--- config.mk ---
export PLATFORM = sky130hd
export DESIGN_NAME = nibble_alu_cluster
export DESIGN_NICKNAME = d
export VERILOG_FILES = /design/src/rtl/nibble_alu_pkg.sv /design/src/rtl/nib_operand_pair.sv /design/src/rtl/nib_addsub.sv /design/src/rtl/nib_mul.sv /design/src/rtl/nib_bitwise.sv /design/src/rtl/nibble_alu_cluster.sv
export SDC_FILE = /design/constraint.sdc
export NUM_CORES = 1
export LEC_CHECK = 0
export BUFFER_PORTS_ARGS = -buffer_cell sky130_fd_sc_hd__buf_2
export CORE_ASPECT_RATIO = 0.6
export CORE_MARGIN = 2
export CORE_UTILIZATION = 45
export CTS_BUF_LIST = sky130_fd_sc_hd__clkbuf_4
export DETAILED_ROUTE_END_ITERATION = 6
export PLACE_DENSITY_LB_ADDON = 0.12
export SYNTH_ARGS = -nofsm -noshare
export SYNTH_HDL_FRONTEND = slang
export SYNTH_HIERARCHICAL = 1
export SYNTH_SLANG_ARGS = --single-unit
--- constraint.sdc ---
create_clock -name clk -period 2.9 [get_ports clk]
set_clock_uncertainty 0.1 [all_clocks]
set_input_delay 0.145 -clock clk [delete_from_list [all_inputs] [get_ports clk]]
set_output_delay 0.145 -clock clk [all_outputs]
set_load 0.02 [all_outputs]
--- src/rtl/nibble_alu_pkg.sv ---
package nibble_alu_pkg;

    localparam int NIB_W   = 4;
    localparam int N_UNITS = 4;
    localparam int N_ADD   = 2;
    localparam int PROD_W  = 2 * NIB_W;

    typedef logic [NIB_W-1:0] nib_t;

    typedef struct packed {
        nib_t a;
        nib_t b;
    } operand_pair_t;

    typedef enum logic [1:0] {
        LOGIC_AND = 2'b01,
        LOGIC_XOR = 2'b10,
        LOGIC_OR  = 2'b11
    } logic_op_e;

    localparam logic [1:0] UNIT_MUL = 2'd2;
    localparam logic [1:0] UNIT_BIT = 2'd3;

    // Which unit a run command (bit 3 set) fires
    function automatic logic [1:0] run_target(input logic [3:0] code);
        logic [1:0] u;
        case (code[2:0])
            3'b000, 3'b010: u = 2'd0;
            3'b001, 3'b011: u = 2'd1;
            3'b100:         u = UNIT_MUL;
            default:        u = UNIT_BIT;
        endcase
        return u;
    endfunction

endpackage

--- src/rtl/nib_operand_pair.sv ---
module nib_operand_pair
    import nibble_alu_pkg::*;
(
    input  logic          clk,
    input  logic          rst,
    input  logic          ld_a,
    input  logic          ld_b,
    input  nib_t          din_a,
    input  nib_t          din_b,
    output operand_pair_t ops
);
    nib_t a_q;
    nib_t b_q;

    always_ff @(posedge clk) begin
        if (rst) begin
            a_q <= '0;
            b_q <= '0;
        end else begin
            if (ld_a) a_q <= din_a;
            if (ld_b) b_q <= din_b;
        end
    end

    assign ops.a = a_q;
    assign ops.b = b_q;

    assert_hold_a_R8: assert property (@(posedge clk) disable iff (rst)
        !ld_a |=> $stable(a_q));
    assert_hold_b_R8: assert property (@(posedge clk) disable iff (rst)
        !ld_b |=> $stable(b_q));

endmodule

--- src/rtl/nib_addsub.sv ---
module nib_addsub
    import nibble_alu_pkg::*;
(
    input  operand_pair_t ops,
    input  logic          sub_mode,
    output nib_t          sum
);
    nib_t b_eff;

    // Two's complement subtraction: A + ~B + 1; the carry out is dropped
    always_comb begin
        b_eff = sub_mode ? ~ops.b : ops.b;
        sum   = ops.a + b_eff + nib_t'(sub_mode);
    end

endmodule

--- src/rtl/nib_mul.sv ---
module nib_mul
    import nibble_alu_pkg::*;
(
    input  operand_pair_t ops,
    input  logic          hi_sel,
    output nib_t          half
);
    logic [PROD_W-1:0] prod;

    always_comb begin
        prod = {{NIB_W{1'b0}}, ops.a} * {{NIB_W{1'b0}}, ops.b};
        half = hi_sel ? prod[PROD_W-1:NIB_W] : prod[NIB_W-1:0];
    end

endmodule

--- src/rtl/nib_bitwise.sv ---
module nib_bitwise
    import nibble_alu_pkg::*;
(
    input  operand_pair_t ops,
    input  logic [1:0]    op_sel,
    output nib_t          res
);
    always_comb begin
        case (op_sel)
            LOGIC_AND: res = ops.a & ops.b;
            LOGIC_XOR: res = ops.a ^ ops.b;
            LOGIC_OR:  res = ops.a | ops.b;
            default:   res = '0;
        endcase
    end

endmodule

--- src/rtl/nibble_alu_cluster.sv ---
module nibble_alu_cluster
    import nibble_alu_pkg::*;
(
    input  logic       clk,
    input  logic       rst,
    input  logic       cmd_valid,
    input  logic [3:0] cmd_code,
    input  logic [3:0] bus_x,
    input  logic [3:0] bus_y,
    input  logic       mul_hi_sel,
    output logic [3:0] res_data,
    output logic       res_valid
);
    operand_pair_t ops   [N_UNITS];
    nib_t          add_r [N_ADD];
    nib_t          mul_r;
    nib_t          bit_r;
    nib_t          res_d;
    logic          is_load;
    logic          is_run;
    logic          res_valid_q;
    nib_t          res_data_q;

    assign is_load = cmd_valid && !cmd_code[3];
    assign is_run  = cmd_valid &&  cmd_code[3];

    // One operand pair per unit; code bits 2:1 address the unit
    for (genvar u = 0; u < N_UNITS; u++) begin : g_latch
        logic hit;
        assign hit = is_load && (cmd_code[2:1] == 2'(u));
        nib_operand_pair u_pair (
            .clk   (clk),
            .rst   (rst),
            .ld_a  (hit && !cmd_code[0]),
            .ld_b  (hit &&  cmd_code[0]),
            .din_a (bus_x),
            .din_b (bus_y),
            .ops   (ops[u])
        );
    end

    // Adders: code bit 1 distinguishes subtract (A/B) from add (8/9)
    for (genvar k = 0; k < N_ADD; k++) begin : g_add
        nib_addsub u_addsub (
            .ops      (ops[k]),
            .sub_mode (cmd_code[1]),
            .sum      (add_r[k])
        );
    end

    nib_mul u_mul (
        .ops    (ops[UNIT_MUL]),
        .hi_sel (mul_hi_sel),
        .half   (mul_r)
    );

    nib_bitwise u_bit (
        .ops    (ops[UNIT_BIT]),
        .op_sel (cmd_code[1:0]),
        .res    (bit_r)
    );

    always_comb begin
        case (run_target(cmd_code))
            2'd0:     res_d = add_r[0];
            2'd1:     res_d = add_r[1];
            UNIT_MUL: res_d = mul_r;
            default:  res_d = bit_r;
        endcase
    end

    always_ff @(posedge clk) begin
        if (rst) begin
            res_valid_q <= 1'b0;
            res_data_q  <= '0;
        end else begin
            res_valid_q <= is_run;
            if (is_run) res_data_q <= res_d;
        end
    end

    assign res_valid = res_valid_q;
    assign res_data  = res_data_q;

    assert_reset_clear_R1: assert property (@(posedge clk)
        rst |=> (!res_valid && res_data == 4'h0));
    assert_no_pulse_on_load_R2: assert property (@(posedge clk) disable iff (rst)
        (cmd_valid && !cmd_code[3]) |=> !res_valid);
    assert_pulse_after_run_R7: assert property (@(posedge clk) disable iff (rst)
        (cmd_valid && cmd_code[3]) |=> res_valid);
    assert_result_hold_R7: assert property (@(posedge clk) disable iff (rst)
        !(cmd_valid && cmd_code[3]) |=> (!res_valid && $stable(res_data)));
    assert_idle_quiet_R9: assert property (@(posedge clk) disable iff (rst)
        !cmd_valid |=> !res_valid);

endmodule

After elaboration in Yosys (flattened, before gate mapping)

Index checks and enable logic that the tools add are counted.

Flip-flop bits (word level): 37
Input bits: 16

Add/sub/neg operators: 4
Multiply operators: 1
Eq/ne operators: 12
Multiplexer cells: 6
Bitwise gates (word level): 5
Reductions and logical operators: 21

Operator list:

| operator                                            | number |
|---|---|
| one-hot mux 4 bit (3 select lines)                  | 2 |
| logical AND 1 bit                                   | 14 |
| 2-to-1 mux 4 bit                                    | 3 |
| equality test 2 bit, second input constant          | 5 |
| adder 4 x 1 -> 4 bit                                | 2 |
| adder 4 bit                                         | 2 |
| multiplier 4 x 4 -> 8 bit                           | 1 |
| NOT 4 bit                                           | 2 |
| equality test 2 x 1 -> 1 bit, second input constant | 3 |
| equality test 3 x 2 -> 1 bit, second input constant | 2 |
| one-hot mux 2 bit (3 select lines)                  | 1 |
| bitwise AND 4 bit                                   | 1 |
| logical NOT 2 bit                                   | 2 |
| bitwise OR 4 bit                                    | 1 |
| OR reduction 2 bit                                  | 2 |
| bitwise XOR 4 bit                                   | 1 |
| equality test 3 x 1 -> 1 bit, second input constant | 1 |
| equality test 3 bit, second input constant          | 1 |
| logical NOT 3 bit                                   | 1 |
| logical NOT 1 bit                                   | 2 |

Logic depth before layout (Yosys ltp)

Depth in word-level cells: 5
Depth in mapped cells: 10
Depth with buffers taken out: 10

By module

Netlist, hierarchy kept.

Modules (own cells, without submodules):

| module             | instances | cells an instance | area each (µm²) | seq. area each (µm²) |
|---|---|---|---|---|
| nib_operand_pair   | 4         | 27                | 284.0           | 160.2 |
| nib_mul            | 1         | 62                | 510.5           | 0.0 |
| nibble_alu_cluster | 1         | 41                | 377.9           | 100.1 |
| nib_addsub         | 2         | 13                | 150.1           | 0.0 |
| nib_bitwise        | 1         | 30                | 230.2           | 0.0 |

Worst setup path after synthesis

Ideal clock, no wire load.

Path type: register -> register
Start: reg g_latch[2].u_pair.a_q[0]
End: reg res_data_q[3], in the netlist res_data[3]
Setup time: 0.122 ns
Arrival: 2.708 ns
Data required time: 2.678 ns
Path slack: -0.030 ns
Cell stages (with the launch flop): 11
Path buffers: 0
Period minus slack after synthesis: 2.930 ns
Path through: dfxtp_1 nand2_1 fa_1 inv_1 fa_1 ha_1 a211oi_1 nor3_1 or3_1 mux2i_1 o21ai_1

Cells in the longest elaborated chain, start to end: 3

Ends and longest elaborated chain:

| what                               | RTL line                 | source |
|---|---|---|
| start, declared                    | nib_operand_pair.sv:12   | `nib_t a_q;` |
| start signal, assigned             | nib_operand_pair.sv:20   | `if (ld_a) a_q <= din_a;` |
| multiplier 4 x 4 -> 8 bit          | nib_mul.sv:11            | `prod = {{NIB_W{1'b0}}, ops.a} * {{NIB_W{1'b0}}, ops.b};` |
| 2-to-1 mux 4 bit                   | nib_mul.sv:12            | `half = hi_sel ? prod[PROD_W-1:NIB_W] : prod[NIB_W-1:0];` |
| via mul_r[3]                       | nibble_alu_cluster.sv:16 | `nib_t mul_r;` |
| one-hot mux 4 bit (3 select lines) | nibble_alu_cluster.sv:64 | `case (run_target(cmd_code))` |
| end signal, assigned               | nibble_alu_cluster.sv:78 | `if (is_run) res_data_q <= res_d;` |
| end, declared                      | nibble_alu_cluster.sv:22 | `nib_t res_data_q;` |

The timed path passes the listed nets, and every way through them passes these cells.
A chain may end at the register's enable or synchronous reset.

Worst setup path after layout

Start: reg g_latch[2].u_pair.a_q[2]
End: reg res_data_q[3], in the netlist res_data[3]

The elaborated chain is that of the path after synthesis.

==> impl_metrics.yaml <==
sta:
  setup-violations-final: 0
  hold_viol_final: 0
  fin_tns_setup_ns: 0
  max_freq_ghz: 0.346
  whs_ns: 0.0258
  drv_slew: 0
  max-slew-margin-rel: 0.623
  period_needed_ns: 2.89
  finalCritPeriodShare: 0.996
  tightest_slew_ns: 0.563
  rsz0062_at_grt: "yes"
detailed_routing:
  first_pass_iters: 4
  wire_per_inst_um: 15.9
  viasPerCell: 5.15
  routed-via-count: 1864
  wl_um: 5760
  drc: 0
  drt-initial-drc-count: 90
  ant_nets: 0
clock_tree:
  cts_tree: "done"
  numCtsBuffers: 5
  clkLatencyLatePin_ns: 0.34
  cts_root_buf: "clkbuf_4"
  clkTransAtPathRegs_ns: 0.12
  cts_max_level: 2
  cts_sinks: 37
  max-clock-path-buffers: 2
synthesis:
  syn_area_per_cell_sq_um: 9.57
  syn_nets: 313
  synth_top_cell_by_area: "dfxtp_1"
  yosys-top-cells-area: "dfxtp_1 (29%), mux2i_1 (14%), ha_1 (12%)"
  syn_area_sq_mm: 0.00255
  yosys_register_bits: 37
  syn_inst: 267
  synth_top_area_frac: 0.290
  ys_types: 40
  yosysSeqAreaShare: 0.290
  ys.warnings.count: 6
floorplanning:
  rows: 21
  dieWidth_um: 101
  start_util: 0.463
  core-area_sq_mm: 0.00552
  die-area_sq_mm: 0.00632
  pin_count: 21
  die_h_um: 62.4
final_layout:
  nets: 338
  drive_gt1_frac: 0.229
  final_cell_mix: "nor2_1 (42), mux2i_1 (37), dfxtp_1 (31)"
  multiInputGateArea_sq_mm: 0.00172
  seq_area_sq_um: 748
  area_delta_synth_final_pct: 12.7
  antenna_cells: 0
  fill_cells: 507
  final_common_cell: "nor2_1"
pwr:
  power_frac_seq: 0.550
  p_switching_w: 0.000267
  p_int_w: 0.000683
  p_sw_frac: 0.281
  clockPowerShare: 0.301
  power_density_mw_per_mm2: 330
  power.leakage_nw: 1.24
  ir_drop_uv: 182
  share_comb_of_total_power: 0.149
global_route:
  grt_max_degree: 36
  overflow: 0
  grt_pass1_wl_um: 9820
  grt_pass1_vias: 1832
  track_usage: 0.203
  grt_antenna_before_repair: 0
place:
  place_hpwl_um: 4460
  io_buffer_count: 20
  place.gp.congestion: 0.838
hold_path:
  hold_path.class: "primary input to flip-flop"
critical_path:
  cp_data_required_time_ns: 3.04
  critPathMaxFanout: 2
  worstPathArrival_ns: 3.03
  cp-start-kind: "flip-flop"
  end_kind: "flip-flop"
  crit_type: "flip-flop to flip-flop"
job:
  cap_violations: 0
run_status:
  status: "complete, no violations"
registers in the layout (all words and copies together), names as in the netlist:
register	flops
res_valid	1
g_latch.u_pair/b_q	16
res_data	4
g_latch.u_pair/a_q	16
kinds of logic after synthesis:
group / synth area share
AOI/OAI and AO/OA: 0.0950
xor gates and xnor gates: 0.0514
adders and majority gates: 0.165
buffers and inverters: 0.0539
DFF: 0.290
muxes: 0.180
and+or+nand+nor: 0.165
synth_stat cells, drive strengths merged:
cell type  count
a211oi         1
a21o           3
a21oi          6
a22o           4
a31oi          3
a32oi          4
and2          12
and4bb         1
buf            6
clkbuf         9
dfxtp         37
fa             6
ha            24
inv           15
mux2           6
mux2i         37
nand2          7
nand2b         4
nand3b         4
nand4          3
nor2          43
nor2b          2
nor3           3
o2111a         1
o2111ai        1
o211ai         1
o21ai          5
o22ai          1
or3            1
or3b           1
or4b           1
xnor2          6
xor2           9
area by class of cell:
| cell class | instances | area share |
|---|---|---|
| Clock inverter | 2 | 0.00522 |
| Timing Repair Buffer | 33 | 0.0713 |
| Clock buffer | 6 | 0.0156 |
| Tap cell | 69 | 0.0300 |
| Multi-Input combinational cell | 200 | 0.598 |
| Sequential cell | 37 | 0.260 |
| Inverter | 15 | 0.0196 |
power groups by stage:
stage / Combinational, W / Sequential, W / Clock, W
CTS: 0.000142 / 0.000522 / 0.000297
detailed placement: 0.000138 / 0.000534 / 0
finish: 0.000142 / 0.000522 / 0.000286
global placement: 0.000138 / 0.000534 / 0
global route: 0.000157 / 0.000524 / 0.000324
floorplan: 0.0000905 / 0.000536 / 0
path summary, 6_finish.rpt:
check | slack [ns] | cells after the start | end | from
worst max-delay path | 0.01 | 10 | res_data[3]$_SDFFE_PP0P_ | g_latch[2].u_pair/a_q[2]$_SDFFE_PP0P_
worst min-delay path | 0.03 | 3 | g_latch[0].u_pair/b_q[2]$_SDFFE_PP0P_ | bus_y[2]
worst max register to register | 0.01 | 10 | res_data[3]$_SDFFE_PP0P_ | g_latch[2].u_pair/a_q[2]$_SDFFE_PP0P_
worst min register to register | 0.42 | 2 | res_data[1]$_SDFFE_PP0P_ | res_data[1]$_SDFFE_PP0P_
repair_timing:
item	4_1_cts	5_1_grt
hold buffers	3	0
pin swaps	3	3
endpoints found under the setup margin	2	2
hold endpoints to repair	7	0
gates resized for setup	2	13
buffers inserted	0	0
layer usage:
| layer | vias to the layer above | wire length, um | GRT usage |
|---|---|---|---|
| li1 | 964 | - | - |
| met3 | 2 | 329 | 0.0507 |
| met1 | 863 | 3320 | 0.343 |
| met4 | 0 | 24 | 0.0355 |
| met5 | - | 0 | 0 |
| met2 | 35 | 2090 | 0.252 |
per-stage QoR:
step,setup slack (ns),cells,area [sq um],power (W),util
finish,0.0127,362,2880,0.000950,0.522
global route,-0.106,362,2880,0.00100,0.522
CTS,0.0153,362,2850,0.000961,0.516
detailed placement,-0.0691,351,2740,0.000672,0.497
global placement,-0.0356,351,2740,0.000671,0.497
floorplan,0.0105,267,2560,0.000627,-
worst max-delay path, stage by stage, from the launching register on:
cell and delay [ns]:
dfxtp_2 0.35, nand2_2 0.06, fa_1 0.54, inv_2 0.05, fa_2 0.61, fa_2 0.45
inv_2 0.07, o22ai_2 0.06, or3_1 0.31, mux2i_1 0.13, o21ai_1 0.07
No activity file was read; power rests on OpenSTA's default activity.
